`src/rtl/mii_tx_pkg.sv`:
```
package mii_tx_pkg;

  localparam int FCS_BYTES = 4;
  localparam logic [31:0] CRC_POLY = 32'h04C11DB7;
  localparam logic [31:0] CRC_PRESET = 32'hFFFFFFFF;

  typedef enum logic [2:0] {
    PH_IDLE,
    PH_PRE,
    PH_SFD,
    PH_DATA,
    PH_FCS
  } phase_t;

  // Fold one byte into the remainder, bit 0 of the byte first.
  function automatic logic [31:0] crc_byte(input logic [31:0] rem, input logic [7:0] d);
    logic [31:0] r;
    logic fb;
    r = rem;
    for (int i = 0; i < 8; i++) begin
      fb = r[31] ^ d[i];
      r  = {r[30:0], 1'b0} ^ (fb ? CRC_POLY : 32'h0);
    end
    return r;
  endfunction

  function automatic logic [7:0] bitrev8(input logic [7:0] b);
    logic [7:0] o;
    for (int i = 0; i < 8; i++) o[i] = b[7-i];
    return o;
  endfunction

  // FCS byte k: complemented remainder byte, most significant first, bit-reversed.
  function automatic logic [7:0] fcs_byte(input logic [31:0] rem, input logic [1:0] k);
    logic [31:0] inv;
    logic [7:0]  sel;
    inv = ~rem;
    case (k)
      2'd0:    sel = inv[31:24];
      2'd1:    sel = inv[23:16];
      2'd2:    sel = inv[15:8];
      default: sel = inv[7:0];
    endcase
    return bitrev8(sel);
  endfunction

endpackage

```
`src/rtl/mii_tx_seq.sv`:
```
module mii_tx_seq
  import mii_tx_pkg::*;
#(
  parameter int PRE_BYTES  = 7,
  parameter int BODY_BYTES = 60,
  parameter int CNT_W      = 7,
  parameter int IDX_W      = 6
) (
  input  logic             clk,
  input  logic             rst_n,
  input  logic             start_i,
  output phase_t           phase_o,
  output logic [CNT_W-1:0] cnt_o,
  output logic             nib_o,
  output logic             frame_start_o,
  output logic             rd_o,
  output logic [IDX_W-1:0] idx_o,
  output logic             done_o
);

  phase_t           phase_q;
  logic [CNT_W-1:0] cnt_q;
  logic             nib_q;
  logic             done_q;
  logic             last_byte;
  phase_t           phase_nx;

  assign frame_start_o = start_i && (phase_q == PH_IDLE);

  always_comb begin
    last_byte = 1'b0;
    phase_nx  = PH_IDLE;
    case (phase_q)
      PH_PRE:  begin last_byte = (cnt_q == CNT_W'(PRE_BYTES - 1));  phase_nx = PH_SFD;  end
      PH_SFD:  begin last_byte = 1'b1;                              phase_nx = PH_DATA; end
      PH_DATA: begin last_byte = (cnt_q == CNT_W'(BODY_BYTES - 1)); phase_nx = PH_FCS;  end
      PH_FCS:  begin last_byte = (cnt_q == CNT_W'(FCS_BYTES - 1));  phase_nx = PH_IDLE; end
      default: begin last_byte = 1'b0;                              phase_nx = PH_IDLE; end
    endcase
  end

  always_ff @(posedge clk) begin
    if (!rst_n) begin
      phase_q <= PH_IDLE;
      cnt_q   <= '0;
      nib_q   <= 1'b0;
      done_q  <= 1'b0;
    end else begin
      done_q <= (phase_q == PH_FCS) && nib_q && last_byte;
      if (frame_start_o) begin
        phase_q <= PH_PRE;
        cnt_q   <= '0;
        nib_q   <= 1'b0;
      end else if (phase_q != PH_IDLE) begin
        nib_q <= ~nib_q;
        if (nib_q) begin
          if (last_byte) begin
            phase_q <= phase_nx;
            cnt_q   <= '0;
          end else begin
            cnt_q <= cnt_q + 1'b1;
          end
        end
      end
    end
  end

  assign rd_o    = nib_q && ((phase_q == PH_SFD) || ((phase_q == PH_DATA) && !last_byte));
  assign idx_o   = (phase_q == PH_DATA) ? IDX_W'(cnt_q + 1'b1) : '0;
  assign phase_o = phase_q;
  assign cnt_o   = cnt_q;
  assign nib_o   = nib_q;
  assign done_o  = done_q;

endmodule

```
`src/rtl/mii_tx_crc.sv`:
```
module mii_tx_crc
  import mii_tx_pkg::*;
(
  input  logic        clk,
  input  logic        rst_n,
  input  logic        init_i,
  input  logic        upd_i,
  input  logic [7:0]  data_i,
  output logic [31:0] rem_o
);

  logic [31:0] rem_q;

  always_ff @(posedge clk) begin
    if (!rst_n)      rem_q <= CRC_PRESET;
    else if (init_i) rem_q <= CRC_PRESET;
    else if (upd_i)  rem_q <= crc_byte(rem_q, data_i);
  end

  assign rem_o = rem_q;

endmodule

```
`src/rtl/mii_tx_nib.sv`:
```
module mii_tx_nib
  import mii_tx_pkg::*;
(
  input  logic        clk,
  input  logic        rst_n,
  input  phase_t      phase_i,
  input  logic [1:0]  fcs_sel_i,
  input  logic        nib_i,
  input  logic        rd_i,
  input  logic [7:0]  byte_i,
  input  logic [31:0] crc_rem_i,
  output logic [7:0]  data_o,
  output logic [3:0]  txd_o,
  output logic        txen_o
);

  localparam logic [7:0] PRE_BYTE = 8'h55;
  localparam logic [7:0] SFD_BYTE = 8'hD5;

  logic [7:0] data_q;
  logic [7:0] cur_byte;

  always_ff @(posedge clk) begin
    if (!rst_n)    data_q <= '0;
    else if (rd_i) data_q <= byte_i;
  end

  always_comb begin
    case (phase_i)
      PH_PRE:  cur_byte = PRE_BYTE;
      PH_SFD:  cur_byte = SFD_BYTE;
      PH_DATA: cur_byte = data_q;
      PH_FCS:  cur_byte = fcs_byte(crc_rem_i, fcs_sel_i);
      default: cur_byte = 8'h00;
    endcase
  end

  assign txen_o = (phase_i != PH_IDLE);
  assign txd_o  = !txen_o ? 4'h0 : (nib_i ? cur_byte[7:4] : cur_byte[3:0]);
  assign data_o = data_q;

endmodule

```
`src/rtl/mii_frame_tx.sv`:
```
module mii_frame_tx
  import mii_tx_pkg::*;
#(
  parameter int PRE_BYTES  = 7,
  parameter int BODY_BYTES = 60
) (
  input  logic       clk,
  input  logic       rst_n,
  input  logic       start_i,
  input  logic [7:0] byte_i,
  output logic       byte_rd_o,
  output logic [5:0] byte_idx_o,
  output logic [3:0] mii_txd_o,
  output logic       mii_txen_o,
  output logic       done_o
);

  localparam int MAX_CNT = (BODY_BYTES > PRE_BYTES) ? BODY_BYTES : PRE_BYTES;
  localparam int CNT_W   = $clog2(MAX_CNT) + 1;
  localparam int IDX_W   = 6;

  phase_t           phase;
  logic [CNT_W-1:0] cnt;
  logic             nib;
  logic             frame_start;
  logic             crc_upd;
  logic [31:0]      crc_rem;
  logic [7:0]       data_q;

  mii_tx_seq #(
    .PRE_BYTES (PRE_BYTES),
    .BODY_BYTES(BODY_BYTES),
    .CNT_W     (CNT_W),
    .IDX_W     (IDX_W)
  ) seq_i (
    .clk          (clk),
    .rst_n        (rst_n),
    .start_i      (start_i),
    .phase_o      (phase),
    .cnt_o        (cnt),
    .nib_o        (nib),
    .frame_start_o(frame_start),
    .rd_o         (byte_rd_o),
    .idx_o        (byte_idx_o),
    .done_o       (done_o)
  );

  assign crc_upd = (phase == PH_DATA) && nib;

  mii_tx_crc crc_i (
    .clk   (clk),
    .rst_n (rst_n),
    .init_i(frame_start),
    .upd_i (crc_upd),
    .data_i(data_q),
    .rem_o (crc_rem)
  );

  mii_tx_nib nib_i (
    .clk      (clk),
    .rst_n    (rst_n),
    .phase_i  (phase),
    .fcs_sel_i(cnt[1:0]),
    .nib_i    (nib),
    .rd_i     (byte_rd_o),
    .byte_i   (byte_i),
    .crc_rem_i(crc_rem),
    .data_o   (data_q),
    .txd_o    (mii_txd_o),
    .txen_o   (mii_txen_o)
  );

endmodule

```
`config.mk`:
```
export PLATFORM = sky130hd
export DESIGN_NAME = mii_frame_tx
export DESIGN_NICKNAME = d
export VERILOG_FILES = /design/src/rtl/mii_tx_pkg.sv /design/src/rtl/mii_tx_seq.sv /design/src/rtl/mii_tx_crc.sv /design/src/rtl/mii_tx_nib.sv /design/src/rtl/mii_frame_tx.sv
export SDC_FILE = /design/constraint.sdc
export NUM_CORES = 1
export LEC_CHECK = 0
export ABC_AREA = 0
export BUFFER_PORTS_ARGS = -buffer_cell sky130_fd_sc_hd__buf_2
export CELL_PAD_IN_SITES_DETAIL_PLACEMENT = 0
export CELL_PAD_IN_SITES_GLOBAL_PLACEMENT = 1
export CORE_MARGIN = 5
export CORE_UTILIZATION = 30
export CTS_CLUSTER_DIAMETER = 150
export DETAILED_ROUTE_END_ITERATION = 10
export HOLD_SLACK_MARGIN = 0.02
export MAX_ROUTING_LAYER = met4
export PLACE_DENSITY_LB_ADDON = 0.05
export REMOVE_ABC_BUFFERS = 1
export SLEW_MARGIN = 20
export SYNTH_ARGS = -nofsm -noshare
export SYNTH_HDL_FRONTEND = slang
export SYNTH_SLANG_ARGS = --single-unit
```
`constraint.sdc`:
```
create_clock -name clk -period 2.19 [get_ports clk]
set_input_delay 0.657 -clock clk [delete_from_list [all_inputs] [get_ports clk]]
set_output_delay 0.657 -clock clk [all_outputs]
set_load 0.005 [all_outputs]
```
Word-level counts from Yosys, hierarchy flattened. Index checks and enable logic that the tools add are counted.

Output and inout bits: 13. Word-level logic and storage cells: 74. Register bits: 52. Input port bits: 11.

Equal/unequal tests: 9. Reductions and logical operators: 18. Multiplexer cells: 20. Bitwise operators: 19. Add/subtract/negate cells: 1.

Operators with widths (number): $xor 32x32->32 (8); $mux 27 (8); $not 32->32 (1); $pmux 8 s4 (1); $pmux 8 s3 (1); $pmux 3 s3 (1); $mux 4 (2); $xor 1x1->1 (8); $add 7x1->7 const B (1); $eq 7x2->1 const B (1); $eq 7x3->1 const B (1); $eq 7x6->1 const B (1); $mux 7 (1); $eq 3x2->1 const B (2); $logic_and 1x1->1 (6); $mux 6 (1); $reduce_and 3->1 (2); $reduce_bool 2->1 (3); $mux 1 (4); $pmux 1 s4 (1); $eq 3x1->1 const B (1); $eq 3x3->1 const B (1); $logic_not 3->1 (1); $reduce_bool 3->1 (1); 8 further kinds (9).

Longest topological paths before layout. Gate-level depths: netlist of the first run.

Depth after elaboration: 24. Mapped depth: 8. Depth with buffers taken out: 7.

Modules after synthesis. From an unflattened synthesis of the first run, not the netlist that was laid out.

Cell total of the unflattened synthesis: 364. Area total of the unflattened synthesis: 3662.3 um^2.

Modules (own cells, without submodules): mii_tx_crc (instances 1, area an instance 2060.7 um^2, sequential area each 640.6 um^2, cells each 183); mii_tx_seq (instances 1, area an instance 842.1 um^2, sequential area each 240.2 um^2, cells each 104); mii_tx_nib (instances 1, area an instance 749.5 um^2, sequential area each 160.2 um^2, cells each 76); mii_frame_tx (instances 1, area an instance 10.0 um^2, sequential area each 0.0 um^2, cells each 1).

Worst setup path after synthesis of the first run. OpenSTA, ideal clock, no wires.

Kind: flip-flop to output port. From: reg seq_i.cnt_q[4], in the netlist seq_i.cnt_o[4]. To: out byte_rd_o. Buffers on the path: 2. Data arrival time: 1.675 ns. Required time: 1.533 ns. Slack: -0.142 ns. Stages on the path, launching flop included: 8. Cell sequence: dfxtp_1 buf_2 or4_1 o22ai_1 o2111ai_2 o211ai_2 buf_6 inv_2.

Cells in the longest elaborated chain, start to end: 6. Elaborated cells on any way between the ends: 8. Classes of those cells: 3 x eq/ne; 1 x mux; 4 x reduce/logical.

Ends and longest elaborated chain: start, declared (line mii_tx_seq.sv:22) `logic [CNT_W-1:0] cnt_q;`; start signal, assigned (line mii_tx_seq.sv:61) `cnt_q <= cnt_q + 1'b1;`; $eq 7x2->1 (tied with other cells) (line mii_tx_seq.sv:37) `PH_FCS: begin last_byte = (cnt_q == CNT_W'(FCS_BYTES - 1)); phase_nx = PH_IDLE; end`; $pmux 1 s4 * (line mii_tx_seq.sv:33) `case (phase_q)`; $logic_not 1->1 * (line mii_tx_seq.sv:68) `assign rd_o = nib_q && ((phase_q == PH_SFD) || ((phase_q == PH_DATA) && !last_byte));`; $logic_and 1x1->1 * (line mii_tx_seq.sv:68); $logic_or 1x1->1 * (line mii_tx_seq.sv:68); $logic_and 1x1->1 * (line mii_tx_seq.sv:68); end, declared (line mii_frame_tx.sv:11) `output logic byte_rd_o,`.

Mark *: on every way between the ends. The rest lies on a longest branch, timed or not.

Worst setup path after layout of the first run.
From: reg seq_i.cnt_q[0], in the netlist seq_i.cnt_o[0]. To: out mii_txd_o[1].

Cells in the longest elaborated chain, start to end: 5. Elaborated cells on any way between the ends: 7. Classes of those cells: 2 x eq/ne; 4 x mux; 1 x reduce/logical.

Ends and longest elaborated chain: $eq 2x2->1 (tied with other cells) (line mii_tx_pkg.sv:38) `case (k)`; $pmux 8 s3 * (line mii_tx_pkg.sv:38); $pmux 8 s4 * (line mii_tx_nib.sv:29) `case (phase_i)`; $mux 4 * (2 in a row) (line mii_tx_nib.sv:39) `assign txd_o = !txen_o ? 4'h0 : (nib_i ? cur_byte[7:4] : cur_byte[3:0]);`; end, declared (line mii_frame_tx.sv:13) `output logic [3:0] mii_txd_o,`.

Marked as above.

==> out/qor.yml, run 1 <==
run_status:
  status: "finished with violations"
  violations: "setup timing"
synthesis:
  async_reset_ff_share_pct: 0
  syn_inst: 368
  synth_warnings: 0
  synthTopCellsByArea: "dfxtp_1 32%, xnor2_1 12%, o211ai_1 6.9%, nand2_1 5.5%, xnor2_2 5.0%"
  synth_seq_cells: 52
  synth.avg_cell_area_sq_um: 8.85
  synth_top_area_share_pct: 32.0
  yosysSeqAreaShare_pct: 32.0
  syn_area_sq_um: 3260
  synth-main-ff-cell: "dfxtp_1"
  yosysTopAreaCell: "dfxtp_1"
  synth-edff-count: 0
  synth_cell_types: 49
final_layout:
  mostFrequentLayoutCells: "50 x buf_4, 46 x xnor2_1, 46 x nand2_1"
  final_common_cell: "buf_4"
  synthToLayoutAreaGrowth_pct: 34.1
  antenna_cells: 0
  final_util_pct: 40.6
  drive_above_1_share_pct: 36.1
  final_nets: 455
  n_fill_cell: 1110
worst_hold_path:
  whs_endpoint: "crc_i.rem_o[9]$_SDFFE_PP1P_"
  holdPathStages: 2
  worstHoldStart: "crc_i.rem_o[9]$_SDFFE_PP1P_"
  holdCritPathClass: "reg2reg"
power_and_ir_drop:
  powerDensity_nw_per_um2: 384
  p_leak_nw: 1.88
  finalPower_mw: 1.68
  irDropWorstVdd_uv: 242
setup_path:
  r2r_slack_ns: 0.06
  rr_worst_depth: 8
  worst_ep_required_time_ns: 1.53
  r2r-start: "seq_i.phase_o[1]$_SDFFE_PP0P_"
  path_class: "reg2out"
  cp.arrival_ns: 1.96
  crit_chain: "inv_4 > ha_2 > buf_4 > a21oi_1 > mux4_2 > o22ai_2 > buf_2"
  cp-start-kind: "flip-flop"
  r2r-end: "seq_i.phase_o[2]$_SDFFE_PP0P_"
  end_kind: "output pin"
  critPathSlowestCell: "mux4_2"
  cp_max_fo: 5
  cpPeakStageDelay_ns: 0.51
  cp_num_buf_inv: 3
  critPathTopFamily: "multiplexers"
clock_tree:
  insertion_delay_ns: 0.31
  clock-sinks: 52
  tritoncts: "yes"
  cts_hold_buf: 0
  h-tree-depth: 2
  clock_tree.root_cell: "clkbuf_8"
  path_clk_slew_ns: 0.10
  cts_buffers: 5
  clockBufferDepth: 2
flow_run:
  maxCapViolCount: 0
floorplanning:
  die_h_um: 114
  ios: 24
  die-area_sq_um: 13000
  die_x_um: 114
  core_area_sq_um: 10700
  rows: 38
  start_util_pct: 30.3
global_route:
  grt_overflow: 0
  antenna_found_initial: 0
  grt_pass1_wl_um: 15800
  grt_usage_pct: 16.2
  grt_max_degree: 32
  grt_pass1_vias: 2819
place:
  place_hpwl_um: 7390
  gp_congestion: 0.811
  port-buffer-count: 23
sta:
  period_share_pct: 120
  setup_viol: 9
  worstMarginPinSlew_ns: 0.546
  grt_setup_unrepaired: "true"
  clock_skew_ns: 0.0110
  fin_ws_ns: -0.431
  slew_viol_final: 0
  max_freq_ghz: 0.382
  finalHoldViolCount: 0
  relSlewSlack_pct: 63.5
  layout_min_cycle_time_ns: 2.62
routing:
  wire_per_inst_um: 17.2
  firstDrtPassIters: 4
  vias: 2805
  vias_per_cell: 4.83
  drc: 0
  totalWireLength_um: 9980
  first_iter_violations: 121
  drtAntennaViolNets: 0
registers in the layout (all words and copies together) (netlist names):
name / cells
crc_i.rem_o: 32
nib_i.data_o: 8
seq_i.cnt_o: 7
seq_i.phase_o: 3
seq_i.done_o: 1
seq_i.nib_o: 1
per-layer routing:
layer,track usage [%],vias up,routed length (um)
met3,2.17,8,252
met2,27.4,40,5020
met1,20.7,1353,4590
li1,-,1404,-
met5,-,-,0
met4,3.48,0,123
report_power, final:
group / internal, mW / switching [mW] / leakage, nW
registers: 0.945 / 0.00474 / 0.424
logic: 0.0493 / 0.0690 / 1.41
clock network: 0.257 / 0.352 / 0.0434
layout make-up:
class                   count  area, sq um  area share [%]
inverters                  19         83.8            1.92
well taps                 140          175            4.01
repair buffers             90          714            16.4
multi-input cells         272         2240            51.3
clock inverters             2         15.0           0.344
clock buffers               6         82.6            1.89
flip-flops and latches     52         1060            24.2
worst min-delay path, cell delays in order, from the launching register on:
cell      delay (ns)
dfxtp_1         0.33
nand2_1         0.05
o211ai_1        0.07
stage by stage:
stage          area, sq um  worst slack, ns  instances  setup TNS (ns)  hold slack (ns)
3_3_place_gp          3800           -0.145        549          -0.656            0.467
6_report              4370           -0.431        581           -2.38            0.491
4_1_cts               4090           -0.428        562           -2.05            0.494
5_1_grt               4370           -0.500        581           -3.25            0.519
3_5_place_dp          3800           -0.251        549          -0.986            0.474
2_1_floorplan         3150           -0.330        343           -2.43            0.445
synthesized netlist by cell type (2+ instances only):
library cell   n
mux4_2         3
nand3b_1       2
nor2_1        10
and2_1         3
buf_6          2
o22ai_1       11
clkbuf_1      19
nor2b_1        9
o21ai_0        2
a31oi_1        6
xor2_1        14
nand2_1       48
inv_1         17
a21oi_1       13
xor2_2         2
nor3_1         6
mux2i_1       12
ha_1           4
nand2b_1       2
o211ai_1      30
buf_1          3
o31a_1         2
inv_2          2
o21ai_1        5
xnor2_2       10
xnor2_1       46
o21a_1         2
dfxtp_1       52
nand3_1       11
worst max-delay path by stage:
stage / startpoint / end / slack (ns) / cells past startpoint
after floorplan: seq_i.phase_o[2]$_SDFFE_PP0P_ / byte_rd_o / -0.33 / 5
after global placement: seq_i.cnt_o[0]$_SDFFE_PP0P_ / mii_txd_o[1] / -0.15 / 8
after detailed placement: seq_i.cnt_o[0]$_SDFFE_PP0P_ / mii_txd_o[1] / -0.25 / 8
after CTS: seq_i.cnt_o[0]$_SDFFE_PP0P_ / mii_txd_o[0] / -0.43 / 8
after global routing: seq_i.cnt_o[0]$_SDFFE_PP0P_ / mii_txd_o[1] / -0.50 / 8
final: seq_i.cnt_o[0]$_SDFFE_PP0P_ / mii_txd_o[1] / -0.43 / 7
what timing repair did:
action	in CTS	in global routing
setup endpoints to repair	16	21
pin swaps	10	20
gates resized for setup	36	34
buffers inserted	5	20
logic make-up after synthesis:
group	after synthesis	synth area share, %
adder cells (fa/ha/maj)	4	1.54
AND/OR/NAND/NOR	101	14.8
flip-flops	52	32.0
XOR/XNOR	74	23.7
multiplexers	15	5.76
buffers and inverters	44	5.57
AO/OA/AOI/OAI	78	16.7
No activity file was read; power rests on OpenSTA's default activity.
==> inputs of run 2 (changes only) <==
Settings changed: CORE_MARGIN 5 to 2.
==> out/qor.yml, run 2 (synthesized netlist as in run 1, its figures left out) <==
setup_path:
  cp-start-kind: "flip-flop"
  r2r_slack_ns: -0.23  # -0.29 ns
  path_class: "reg2out"
  r2r-end: "seq_i.phase_o[2]$_SDFFE_PP0P_"
  r2r-start: "seq_i.cnt_o[4]$_SDFFE_PP0P_"
  cp.arrival_ns: 1.95  # about the same
  cp_max_fo: 6  # +1
  rr_worst_depth: 11  # +3
  worst_ep_required_time_ns: 1.53  # about the same
  end_kind: "output pin"
routing:
  first_iter_violations: 119  # -1.7%
  vias_per_cell: 4.74  # -1.9%
  drtAntennaViolNets: 0  # unchanged
  vias: 2729  # -2.7%
  wire_per_inst_um: 16.3  # -5.0%
  firstDrtPassIters: 4  # unchanged
  totalWireLength_um: 9400  # -5.9%
  drc: 0  # unchanged
global_route:
  grt_pass1_wl_um: 15200  # -3.9%
  grt_overflow: 0  # unchanged
  grt_pass1_vias: 2684  # -4.8%
  antenna_found_initial: 0  # unchanged
  grt_max_degree: 32  # unchanged
  grt_usage_pct: 17.7  # +1.5 points
floorplanning:
  core_area_sq_um: 10700  # -0.44%
  die-area_sq_um: 11700  # -10%
  rows: 38  # unchanged
  die_h_um: 108  # -5.3%
  start_util_pct: 30.5  # +0.13 points
  die_x_um: 108  # -5.3%
  ios: 24  # unchanged
clock_tree:
  insertion_delay_ns: 0.31  # about the same
  clock-sinks: 52  # unchanged
  cts_buffers: 5  # unchanged
  path_clk_slew_ns: 0.10  # about the same
  h-tree-depth: 2  # unchanged
  clock_tree.root_cell: "clkbuf_8"
  clockBufferDepth: 2  # unchanged
  tritoncts: "yes"
  cts_hold_buf: 0  # unchanged
sta:
  period_share_pct: 119  # -0.75 points
  grt_setup_unrepaired: "true"
  tns_ns: -3.50  # -1.12 ns
  fin_ws_ns: -0.415  # +0.0164 ns
  slew_viol_final: 0  # unchanged
  finalHoldViolCount: 0  # unchanged
  worstMarginPinSlew_ns: 0.565  # +0.0192 ns
  clock_skew_ns: 0.0109  # -0.000148 ns
  max_freq_ghz: 0.384  # +0.63%
  layout_min_cycle_time_ns: 2.60  # -0.0164 ns
  relSlewSlack_pct: 62.1  # -1.4 points
  setup_viol: 15  # +6
flow_run:
  maxCapViolCount: 0  # unchanged
worst_hold_path:
  holdPathStages: 2  # unchanged
  holdCritPathClass: "reg2reg"
  worstHoldStart: "crc_i.rem_o[9]$_SDFFE_PP1P_"
  whs_endpoint: "crc_i.rem_o[9]$_SDFFE_PP1P_"
final_layout:
  mostFrequentLayoutCells: "45 x xnor2_1, 45 x nand2_1, 45 x dfxtp_1, 45 x buf_4, 30 x o211ai_1"
  largest_register_ffs: 32  # unchanged
  multi_input_area_sq_um: 2280  # +2.0%
  final_nets: 450  # -1.1%
  register_area_sq_um: 1060  # unchanged
  synthToLayoutAreaGrowth_pct: 34.3
  antenna_cells: 0  # unchanged
  drive_above_1_share_pct: 37.2  # +1.1 points
  n_fill_cell: 1120  # +0.90%
run_status:
  status: "finished with violations"
  violations: "setup timing"
place:
  port-buffer-count: 23  # unchanged
  place_hpwl_um: 6920  # -6.4%
  gp_congestion: 0.788  # -2.8%
power_and_ir_drop:
  powerDensity_nw_per_um2: 381  # -0.75%
  p_leak_nw: 1.87  # -0.52%
  irDropWorstVdd_uv: 224  # -7.4%
  finalPower_mw: 1.67  # -0.55%
## run 2: cell types whose count changed in the layout (fill, tap and decap cells not counted), moves of 2 or more
cell | before | now
buf_6 | 15 | 13
nand3_4 | 3 | 1
nand3_1 | 5 | 2
o22ai_2 | 7 | 10
o22ai_1 | 3 | 0
nand3_2 | 3 | 8
buf_4 | 50 | 45
xnor2_2 | 9 | 11
inv_2 | 3 | 1
## run 2: layout make-up
type,instances,area share [%]
Sequential cell,52,24.2
Timing Repair Buffer,85,15.4
Tap cell,140,4.00
Clock inverter,1,0.172
Inverter,19,2.09
Multi-Input combinational cell,272,52.2
Clock buffer,7,1.97
## run 2: worst max path at each step
stage / from / to / slack [ns] / depth (start not counted)
after floorplan: seq_i.phase_o[2]$_SDFFE_PP0P_ / byte_rd_o / -0.33 / 5
after global placement: seq_i.cnt_o[0]$_SDFFE_PP0P_ / mii_txd_o[1] / -0.20 / 8
after detailed placement: seq_i.cnt_o[1]$_SDFFE_PP0P_ / mii_txd_o[1] / -0.23 / 8
after CTS: seq_i.cnt_o[0]$_SDFFE_PP0P_ / mii_txd_o[0] / -0.44 / 8
after global routing: seq_i.cnt_o[0]$_SDFFE_PP0P_ / mii_txd_o[0] / -0.48 / 8
final: seq_i.cnt_o[0]$_SDFFE_PP0P_ / mii_txd_o[0] / -0.41 / 8
## run 2: critical path, stage by stage, from the launching register on
cell and delay (ns):
dfxtp_4 0.37, inv_4 0.08, ha_4 0.16, inv_6 0.05
o22ai_2 0.13, a21oi_1 0.06, mux4_2 0.49, o22ai_2 0.17
buf_2 0.13
## run 2: repair_timing
item                                    in CTS  in global routing
setup buffers                                6                 12
resized for setup                           43                 39
pin swaps                                    8                 22
endpoints found under the setup margin       9                 19
## run 2: stage by stage
step           cells  hold WS [ns]  worst slack (ns)  utilization [%]  area, sq um
3_3_place_gp     552         0.459            -0.198             35.7         3820
2_1_floorplan    343         0.445            -0.330                -         3150
6_report         576         0.489            -0.415             40.9         4380
3_5_place_dp     552         0.472            -0.232             35.7         3820
4_1_cts          566         0.492            -0.443             38.7         4140
5_1_grt          576         0.524            -0.484             40.9         4380
## run 2: power breakdown
group	total [mW]	internal, mW	switching (mW)
Combinational	0.123	0.0516	0.0718
Sequential	0.948	0.945	0.00303
Clock	0.597	0.258	0.338
Total	1.67	1.25	0.413
## run 2: layer usage
layer	global-route usage, %	part of all wire, %	wire, um
met5	-	0	0
met4	3.85	1.2	111
met2	27.9	48	4480
met3	2.23	2.9	276
met1	24.3	48	4530
==> inputs of run 3 (changes only) <==
Settings changed: SYNTH_HIERARCHICAL set to 1.
==> out/qor.yml, run 3 <==
run_status:
  status: "finished with violations"
  violations: "setup timing"
floorplanning:
  start_util_pct: 30.6  # +0.16 points
  die_h_um: 114  # +5.8%
  core_area_sq_um: 12000  # +12%
  ios: 24  # unchanged
  die-area_sq_um: 13100  # +12%
  die_x_um: 114  # +5.8%
  rows: 40  # +5.3%
power_and_ir_drop:
  irDropWorstVdd_uv: 236  # +5.2%
  p_sw_share_pct: 25.0  # +0.26 points
  switchingPower_uw: 481  # +16%
  finalPower_mw: 1.92  # +15%
  pwr-share-seq_pct: 49.7  # -7.1 points
  powerDensity_nw_per_um2: 411  # +8.0%
  p_clk_share_pct: 41.7  # +5.9 points
  p_leak_nw: 1.92  # +2.8%
  combPwrFrac_pct: 8.6  # +1.2 points
  p_int_mw: 1.44  # +15%
synthesis:
  yosysTopAreaCell: "dfxtp_1"
  synth-main-ff-cell: "dfxtp_1"
  synth_top_area_share_pct: 28.4  # -3.5 points
  yosys.cell_count.top_type: "dfxtp_1"
  synth_warnings: 6  # +6
  syn_area_sq_um: 3660  # +12%
  synth_seq_cells: 52  # unchanged
  ys_top_cells_by_count: "52 x dfxtp_1, 33 x xnor2_1, 31 x nand2_1, 21 x nor2_1, 19 x a21oi_1"
  syn_inst: 364  # -1.1%
  yosysSeqAreaShare_pct: 28.4  # -3.5 points
  synth_cell_types: 61  # +24%
  synthTopCellsByArea: "dfxtp_1 28%, xnor3_1 10%, xnor2_1 7.9%, mux2i_1 4.9%, o211ai_1 3.3%"
  async_reset_ff_share_pct: 0  # unchanged
  synth.avg_cell_area_sq_um: 10.1  # +14%
  synth-edff-count: 0  # unchanged
global_route:
  antenna_found_initial: 0  # unchanged
  grt_pass1_wl_um: 16600  # +8.9%
  grt_pass1_vias: 2856  # +6.4%
  grt_overflow: 0  # unchanged
  grt_usage_pct: 17.3  # -0.31 points
  grt_max_degree: 27  # -16%
sta:
  grt_setup_unrepaired: "true"
  layout_min_cycle_time_ns: 2.42  # -0.185 ns
  tns_ns: -0.720  # +2.78 ns
  relSlewSlack_pct: 38.1  # -24 points
  worstMarginPinSlew_ns: 0.922  # +0.357 ns
  period_share_pct: 110  # -8.5 points
  setup_viol: 6  # -9
  slew_viol_final: 0  # unchanged
  clock_skew_ns: 0.00596  # -0.00494 ns
  max_freq_ghz: 0.413  # +7.7%
  finalHoldViolCount: 0  # unchanged
  fin_ws_ns: -0.230  # +0.185 ns
clock_tree:
  clockBufferDepth: 2  # unchanged
  clock_tree.root_cell: "clkbuf_16"
  path_clk_slew_ns: 0.07  # -0.03 ns
  clock-sinks: 52  # unchanged
  cts_buffers: 5  # unchanged
  insertion_delay_ns: 0.31  # about the same
  cts_hold_buf: 0  # unchanged
  tritoncts: "yes"
  h-tree-depth: 2  # unchanged
final_layout:
  multi_input_area_sq_um: 2650  # +16%
  synthToLayoutAreaGrowth_pct: 27.5
  final_nets: 443  # -1.6%
  register_area_sq_um: 1060  # +0.24%
  n_fill_cell: 1215  # +8.5%
  antenna_cells: 0  # unchanged
  final_util_pct: 39.0  # -1.9 points
  mostFrequentLayoutCells: "52 x buf_4, 45 x dfxtp_1, 32 x xnor2_1"
  final_common_cell: "buf_4"
  drive_above_1_share_pct: 33.4  # -3.7 points
  largest_register_ffs: 32  # unchanged
place:
  place_hpwl_um: 7600  # +9.8%
  gp_congestion: 0.777  # -1.4%
  port-buffer-count: 23  # unchanged
setup_path:
  end_kind: "output pin"
  path_class: "reg2out"
  cp.arrival_ns: 1.76  # -0.19 ns
  cp_max_fo: 5  # -1
  worst_ep_required_time_ns: 1.53  # about the same
  cp-start-kind: "flip-flop"
routing:
  totalWireLength_um: 10400  # +11%
  drtAntennaViolNets: 0  # unchanged
  vias: 2788  # +2.2%
  wire_per_inst_um: 18.0  # +10%
  firstDrtPassIters: 5  # +1
  vias_per_cell: 4.82  # +1.8%
  first_iter_violations: 111  # -6.7%
  drc: 0  # unchanged
flow_run:
  maxCapViolCount: 0  # unchanged
worst_hold_path:
  holdCritPathClass: "reg2reg"
==> run 3: changes by cell type in the layout (fill, tap and decap cells not counted), moves of 7 or more <==
cell      change
xnor3_1      +17
nand2_1      -15
o211ai_1     -14
xnor2_1      -13
inv_1        -12
nor2_1       +10
buf_6         -9
o22ai_2       -9
nand3_2       -8
o21ai_0       +8
buf_4         +7
xnor2_2       -7
==> run 3: cell families after synthesis <==
kind of cell | count (synthesis) | synth area share [%]
flip-flops | 52 | 28.4
XOR/XNOR | 73 | 28.4
AND/OR/NAND/NOR | 117 | 17.6
adder cells (fa/ha/maj) | 1 | 0.342
multiplexers | 27 | 8.81
AO/OA/AOI/OAI | 70 | 13.2
buffers and inverters | 24 | 3.28
==> run 3: routing by layer <==
layer / global-route usage [%] / part of all wire (%) / wire [um] / up-vias
li1: - / - / - / 1425
met1: 21.0 / 46 / 4800 / 1317
met2: 28.9 / 50 / 5160 / 32
met3: 3.28 / 2.1 / 215 / 14
met4: 6.02 / 2.2 / 232 / 0
met5: - / 0 / 0 / -
==> run 3: worst paths after layout <==
| path | end | startpoint | slack, ns | cells after the start |
|---|---|---|---|---|
| setup reg to reg | crc_i/rem_o[26]$_SDFFE_PP1P_ | nib_i/data_o[1]$_SDFFE_PN0P_ | 0.17 | 4 |
| hold / removal | crc_i/rem_o[3]$_SDFFE_PP1P_ | crc_i/rem_o[3]$_SDFFE_PP1P_ | 0.51 | 2 |
| setup / recovery | mii_txd_o[3] | seq_i/phase_o[1]$_SDFFE_PP0P_ | -0.23 | 5 |
| hold reg to reg | crc_i/rem_o[3]$_SDFFE_PP1P_ | crc_i/rem_o[3]$_SDFFE_PP1P_ | 0.51 | 2 |
==> run 3: area by class of cell <==
class                   count  area share (%)
flip-flops and latches     52            22.7
repair buffers             83            13.7
inverters                   1          0.0804
multi-input cells         288            56.7
well taps                 147            3.94
clock inverters             1           0.107
clock buffers               6            2.76
==> run 3: per-stage QoR <==
| step | std cells | area (sq um) | setup slack (ns) | hold slack, ns |
|---|---|---|---|---|
| floorplan | 341 | 3550 | -0.454 | 0.455 |
| global placement | 554 | 4190 | 0.0892 | 0.503 |
| detailed placement | 554 | 4190 | 0.0570 | 0.510 |
| CTS | 571 | 4490 | -0.209 | 0.520 |
| global route | 578 | 4670 | -0.269 | 0.547 |
| finish | 578 | 4670 | -0.230 | 0.515 |
==> run 3: power groups by stage <==
| stage | Clock (mW) | Sequential (mW) | Combinational (mW) |
|---|---|---|---|
| after detailed placement | 0 | 0.979 | 0.151 |
| final | 0.801 | 0.956 | 0.164 |
| after CTS | 0.842 | 0.957 | 0.159 |
| after global placement | 0 | 0.979 | 0.150 |
| after floorplan | 0 | 0.992 | 0.0600 |
| after global routing | 0.871 | 0.957 | 0.181 |
==> run 3: timing repair <==
| action | 4_1_cts | 5_1_grt |
|---|---|---|
| gates resized for setup | 24 | 25 |
| pin swaps | 3 | 11 |
| endpoints found under the setup margin | 9 | 9 |
| setup buffers | 10 | 6 |
| cloned | 0 | 1 |
==> run 3: worst max-delay path, stage by stage (launching register included) <==
cell and delay (ns):
dfxtp_4 0.36, or3b_4 0.41, a21oi_4 0.18, o22ai_2 0.10, a221oi_2 0.26, buf_2 0.15
